[src/rtl/ipd_pkg.sv]
package ipd_pkg;

  localparam int WORD_W   = 32;
  localparam int FIELD_W  = 5;
  localparam int OPC_W    = 12;
  localparam int OFFS_W   = 12;
  localparam int MODE_W   = 4;
  localparam int REG_LO   = 'h580;
  localparam int REG_HI   = 'h79F;
  localparam int REG_N    = REG_HI - REG_LO + 1;
  localparam int CTRL_N   = 32;
  localparam int COBR_N   = 32;
  localparam int MEM_N    = 128;

  localparam logic [CTRL_N-1:0] DEF_CTRL_POP = 32'hFF0F_0FFF;
  localparam logic [COBR_N-1:0] DEF_COBR_POP = 32'hFF7E_00FF;
  localparam logic [REG_N-1:0]  DEF_REG_POP  = {17{32'hF0F0_FFFF}};
  localparam logic [MEM_N-1:0]  DEF_MEM_POP  = {4{32'h5555_FFFF}};

  typedef enum logic [1:0] {
    FMT_CTRL = 2'd0,
    FMT_COBR = 2'd1,
    FMT_REG  = 2'd2,
    FMT_MEM  = 2'd3
  } fmt_e;

  typedef struct packed {
    logic load;
    logic validNext;
  } strobe_t;

  typedef struct packed {
    fmt_e               fmt;
    logic               len8;
    logic               bad;
    logic [OPC_W-1:0]   opc;
    logic [FIELD_W-1:0] src1;
    logic [FIELD_W-1:0] src2;
    logic [FIELD_W-1:0] dst;
    logic               m1;
    logic               m2;
    logic               m3;
    logic               s1;
    logic               s2;
    logic               hint;
    logic [MODE_W-1:0]  mode;
    logic               short;
    logic [OFFS_W-1:0]  offs;
    logic [WORD_W-1:0]  disp;
  } decode_t;

endpackage

[src/rtl/ipd_ctrl.sv]
module ipd_ctrl
  import ipd_pkg::*;
(
  input  logic    clk,
  input  logic    rstN,
  input  logic    inValid,
  output strobe_t strobe,
  output logic    outValid
);

  always_comb begin
    strobe.load      = inValid;
    strobe.validNext = inValid;
  end

  always_ff @(posedge clk or negedge rstN) begin
    if (!rstN) outValid <= 1'b0;
    else       outValid <= strobe.validNext;
  end

endmodule

[src/rtl/ipd_decode.sv]
module ipd_decode
  import ipd_pkg::*;
#(
  parameter logic [CTRL_N-1:0] CTRL_POP = DEF_CTRL_POP,
  parameter logic [COBR_N-1:0] COBR_POP = DEF_COBR_POP,
  parameter logic [REG_N-1:0]  REG_POP  = DEF_REG_POP,
  parameter logic [MEM_N-1:0]  MEM_POP  = DEF_MEM_POP
)(
  input  logic [WORD_W-1:0] word,
  output decode_t           dec
);

  localparam int REG_IW = $clog2(REG_N);
  localparam logic [OPC_W-1:0] REG_LO_V = OPC_W'(REG_LO);
  localparam logic [OPC_W-1:0] REG_HI_V = OPC_W'(REG_HI);

  logic [7:0]        opByte;
  logic [OPC_W-1:0]  regOpc;
  logic [OPC_W-1:0]  regOff;
  logic              regInRange;
  logic              regPop;
  logic              memPop;
  logic [MODE_W-1:0] mode;
  fmt_e              fmt;

  always_comb begin
    opByte     = word[31:24];
    regOpc     = {opByte, word[10:7]};
    regOff     = regOpc - REG_LO_V;
    regInRange = (regOpc >= REG_LO_V) && (regOpc <= REG_HI_V);
    regPop     = regInRange && REG_POP[regOff[REG_IW-1:0]];
    memPop     = MEM_POP[word[30:24]];
    mode       = word[13:10];
    if (word[31])      fmt = FMT_MEM;
    else if (word[30]) fmt = FMT_REG;
    else if (word[29]) fmt = FMT_COBR;
    else               fmt = FMT_CTRL;
  end

  always_comb begin
    dec     = '0;
    dec.fmt = fmt;
    dec.opc = {opByte, 4'h0};
    unique case (fmt)
      FMT_CTRL: begin
        dec.bad  = word[0] | ~CTRL_POP[word[28:24]];
        dec.hint = word[1];
        dec.disp = {{8{word[23]}}, word[23:2], 2'b00};
      end
      FMT_COBR: begin
        dec.bad  = ~COBR_POP[word[28:24]];
        dec.hint = word[1];
        dec.src1 = word[23:19];
        dec.src2 = word[18:14];
        dec.m1   = word[13];
        dec.s2   = word[0];
        dec.disp = {{19{word[12]}}, word[12:2], 2'b00};
      end
      FMT_REG: begin
        dec.opc  = regOpc;
        dec.bad  = ~regPop;
        dec.src1 = word[4:0];
        dec.s1   = word[5];
        dec.s2   = word[6];
        dec.m1   = word[11];
        dec.m2   = word[12];
        dec.m3   = word[13];
        dec.src2 = word[18:14];
        dec.dst  = word[23:19];
      end
      FMT_MEM: begin
        dec.bad   = ~memPop | (mode == 4'd6);
        dec.len8  = memPop & ((mode == 4'd5) | (mode >= 4'd12));
        dec.mode  = mode;
        dec.short = ~mode[2];
        dec.offs  = mode[2] ? '0 : word[11:0];
        dec.src1  = word[4:0];
        dec.src2  = word[18:14];
        dec.dst   = word[23:19];
      end
      default: dec = '0;
    endcase
  end

endmodule

[src/rtl/ipd_datapath.sv]
module ipd_datapath
  import ipd_pkg::*;
#(
  parameter logic [CTRL_N-1:0] CTRL_POP = DEF_CTRL_POP,
  parameter logic [COBR_N-1:0] COBR_POP = DEF_COBR_POP,
  parameter logic [REG_N-1:0]  REG_POP  = DEF_REG_POP,
  parameter logic [MEM_N-1:0]  MEM_POP  = DEF_MEM_POP
)(
  input  logic              clk,
  input  logic              rstN,
  input  strobe_t           strobe,
  input  logic [WORD_W-1:0] word,
  output decode_t           result
);

  decode_t nextDec;

  ipd_decode #(
    .CTRL_POP(CTRL_POP),
    .COBR_POP(COBR_POP),
    .REG_POP (REG_POP),
    .MEM_POP (MEM_POP)
  ) i_decode (
    .word(word),
    .dec (nextDec)
  );

  always_ff @(posedge clk or negedge rstN) begin
    if (!rstN)            result <= '0;
    else if (strobe.load) result <= nextDec;
  end

endmodule

[src/rtl/insn_predecode.sv]
module insn_predecode
  import ipd_pkg::*;
#(
  parameter logic [CTRL_N-1:0] CTRL_POP = DEF_CTRL_POP,
  parameter logic [COBR_N-1:0] COBR_POP = DEF_COBR_POP,
  parameter logic [REG_N-1:0]  REG_POP  = DEF_REG_POP,
  parameter logic [MEM_N-1:0]  MEM_POP  = DEF_MEM_POP
)(
  input  logic        clk,
  input  logic        rstN,
  input  logic        inValid,
  input  logic [31:0] inWord,
  output logic        outValid,
  output logic [1:0]  fmtClass,
  output logic        lengthIs8,
  output logic        invalid,
  output logic [11:0] opcode,
  output logic [4:0]  src1,
  output logic [4:0]  src2,
  output logic [4:0]  dst,
  output logic        litM1,
  output logic        litM2,
  output logic        litM3,
  output logic        specS1,
  output logic        specS2,
  output logic        hintNotTaken,
  output logic [3:0]  memMode,
  output logic        memShort,
  output logic [11:0] memOffset,
  output logic [31:0] brDisp
);

  strobe_t strobe;
  decode_t result;

  ipd_ctrl i_ctrl (
    .clk     (clk),
    .rstN    (rstN),
    .inValid (inValid),
    .strobe  (strobe),
    .outValid(outValid)
  );

  ipd_datapath #(
    .CTRL_POP(CTRL_POP),
    .COBR_POP(COBR_POP),
    .REG_POP (REG_POP),
    .MEM_POP (MEM_POP)
  ) i_datapath (
    .clk   (clk),
    .rstN  (rstN),
    .strobe(strobe),
    .word  (inWord),
    .result(result)
  );

  always_comb begin
    fmtClass     = result.fmt;
    lengthIs8    = result.len8;
    invalid      = result.bad;
    opcode       = result.opc;
    src1         = result.src1;
    src2         = result.src2;
    dst          = result.dst;
    litM1        = result.m1;
    litM2        = result.m2;
    litM3        = result.m3;
    specS1       = result.s1;
    specS2       = result.s2;
    hintNotTaken = result.hint;
    memMode      = result.mode;
    memShort     = result.short;
    memOffset    = result.offs;
    brDisp       = result.disp;
  end

endmodule

[config.mk]
export PLATFORM = sky130hd
export DESIGN_NAME = insn_predecode
export DESIGN_NICKNAME = d
export VERILOG_FILES = /design/src/rtl/ipd_pkg.sv /design/src/rtl/ipd_ctrl.sv /design/src/rtl/ipd_decode.sv /design/src/rtl/ipd_datapath.sv /design/src/rtl/insn_predecode.sv
export SDC_FILE = /design/constraint.sdc
export NUM_CORES = 1
export LEC_CHECK = 0
export BUFFER_PORTS_ARGS = -buffer_cell sky130_fd_sc_hd__buf_4
export CORE_MARGIN = 4
export CORE_UTILIZATION = 45
export CTS_BUF_LIST = sky130_fd_sc_hd__clkbuf_16
export DETAILED_ROUTE_END_ITERATION = 8
export MAX_ROUTING_LAYER = met4
export PLACE_DENSITY = 0.69
export SLEW_MARGIN = 0
export SYNTH_ARGS = -nofsm -noshare
export SYNTH_HDL_FRONTEND = slang
export SYNTH_HIERARCHICAL = 1
export SYNTH_SLANG_ARGS = --single-unit
[constraint.sdc]
create_clock -name clk -period 1.2 [get_ports clk]
set_clock_uncertainty 0.05 [all_clocks]
set_input_delay 0.24 -clock clk [delete_from_list [all_inputs] [get_ports clk]]
set_output_delay 0.24 -clock clk [all_outputs]
set_load 0.02 [all_outputs]
==> impl_results.md <==
- Outcome: finished, violations left
- Violated checks: setup timing
- Max Freq: ~740 MHz
- Die Wd: ~110 um
- Hold WS: slightly below 0.2 ns
- CP delay by family, top: simple AND/OR/NAND/NOR gates
- Critical setup path kind: input port to flip-flop
- TritonCTS clock tree: yes
- Total gr overflow: 0
- Largest fanout on the critical path: 6
- Crit path cell chain: buf_12, inv_8, a21o_4, buf_6, ha_4, and2b_2, and2_4, mux2_4
- Final ANT Viol Nets: 0
- Pin count of the biggest net entering global routing: 45
- Place WS: -0.683 ns
- FP Rows: 35
- Tcrit/Tclk final: 112%
- Delay of the slowest critical-path stage: 0.25 ns
- Die Ht: roughly 110 um
- Placed instance count: between 500 and 600
- Slew @ Worst Pin: 0.524 ns
- Netlist Area Pre-Place: roughly 4300 um2
- Crit end category: flip-flop
- Max-cap violations: 0
- Setup_tns: -4.51 ns
- Warnings, synthesis: 6
- Total CTS buffers: 9
- # clock sinks: 87
- DR WL/cell: 18.0 um
- Clk_lat worst skew: approximately 0.33 ns
- Final setup margin: -0.143 ns
- Mapped Cells: around 330
- H-tree depth: 3
- Antenna violations before repair: 0
- Area Growth Syn to Fin: 49.8%
- Initial core utilization: roughly 46%
- CP Launch Type: input port
- CP required: around 1.4 ns
- Die area: approximately 11,000 um2
- RSZ-0062 raised after global routing: true
- Total core area: 9280 um2
- DP Wirelength: roughly 7800 um
- Fin nets: 541
- LEAKAGE: between 3 and 4 nW
- Drt total wl: 11,400 um
- Reg-to-reg critical path endpoint: i_datapath/result[32]
- Worst EP arrival: roughly 1.5 ns
- WP buf/inv: 3
- Worst Setup SP: inWord[30]
- GRT Util Overall: a little over a fifth
- Max-slew headroom: between 60% and 70%
- Routed vias: 3,097
- Cell count along the critical path: 8
- R2R depth: 2
- Clk slew on worst S/H paths: approximately 0.060 ns
- # DRC: 0
- Final Non-Filler Cells: between 600 and 700
- I/O pins: 122
- Slowest-stage cell, CP: and2b_2
- Root Driver: clkbuf_16
- Port buffer count: roughly 120
- R2R setup slack: approximately 0.22 ns
- Final slew viol count: 0
- Vias/cell: slightly below 5
- Crit path capture: i_datapath/result[38]
- Final Wtd Congestion: 0.832
- Max VDD drop: roughly 0.00091 V
- Worst min path class: input port to flip-flop
- Drt first-iter violations: between 100 and 150
- Hold Fails Final Rpt: 0
- Layout cell share with drive strength beyond 1: 66.7%
- Global-route wire length before repair: ~18,000 um
- Via count of the first global-routing pass: approximately 3,200
- Pre-antenna DRT Iters: 4
- Pwr/cell area: around 1200 nW/um2
- Minimum clock period: around 1.3 ns
- Min-Delay Path Depth: 3
- Syn Area/Cell: around 13 um2
- # setup viols final: 61
- N_diodes: 0
- Pwr Total: 7.84 mW
- FF-to-FF Start: i_datapath/result[32]
- Clk buf depth: 2
worst reg2reg max path, delay by kind of cell, from the launching register on:
family	cells	cell delay, ns
multiplexers	1	0.25
buffers and inverters	1	0.15
flip-flops	1	0.41
stage by stage:
step           utilization (%)  area [um2]
3_5_place_dp              60.2        5590
5_1_grt                   69.6        6460
2_1_floorplan                -        4470
6_report                  69.6        6460
3_3_place_gp              60.2        5590
4_1_cts                   65.9        6110
flip-flops by register name (all words and copies together), names as in the netlist:
name,cells
i_ctrl/outValid,1
i_datapath/result,86
repair_timing:
action	in CTS	in global routing
hold endpoints to repair	87	0
setup buffers	5	24
cloned	2	0
endpoints found under the setup margin	71	110
pin swaps	10	5
hold buffers	1	0
gates resized for setup	45	49
placed cells by master, fill, tap and decap left out, drive strengths merged, types with 2 or more instances in the layout:
cell type    n
a21oi       17
a22oi        7
and2        43
and2b        3
buf        191
clkbuf       9
clkinv       3
conb         2
dfrtp       87
ha           4
inv          7
mux2        86
nand2       13
nand3        2
nor2        15
nor2b        2
nor3         2
o21ai        2
final cells by class:
cell class / instances / area, um2
clock buffers: 9 / 225
clock inverters: 7 / 71.3
fillers: 651 / 2820
inverters: 5 / 31.3
multi-input cells: 207 / 2090
flip-flops and latches: 87 / 2180
well taps: 129 / 161
repair buffers: 192 / 1710
worst min path at each step:
stage	from	end	slack, ns
global route	inWord[29]	i_datapath/result[79]	0.20
floorplan	rstN	i_ctrl/outValid	-0.11
detailed placement	rstN	i_datapath/result[28]	0.20
CTS	inWord[29]	i_datapath/result[79]	0.19
global placement	rstN	i_datapath/result[24]	0.20
finish	inWord[29]	i_datapath/result[79]	0.19
power by group:
| group | switching (mW) | internal (mW) |
|---|---|---|
| clock | 1.21 | 1.62 |
| combinational | 0.806 | 0.943 |
| sequential | 0.136 | 3.13 |
| total | 2.15 | 5.69 |
layer usage:
metal / GRT usage [%] / wire (um) / vias up / part of all wire, %
met5: - / 0 / - / 0
met4: 6.75 / 179 / 0 / 1.6
met3: 3.52 / 417 / 16 / 3.6
met2: 33.1 / 5690 / 83 / 50
met1: 27.4 / 5140 / 1543 / 45
li1: - / - / 1455 / -
Power figures use the tool's default switching activity.
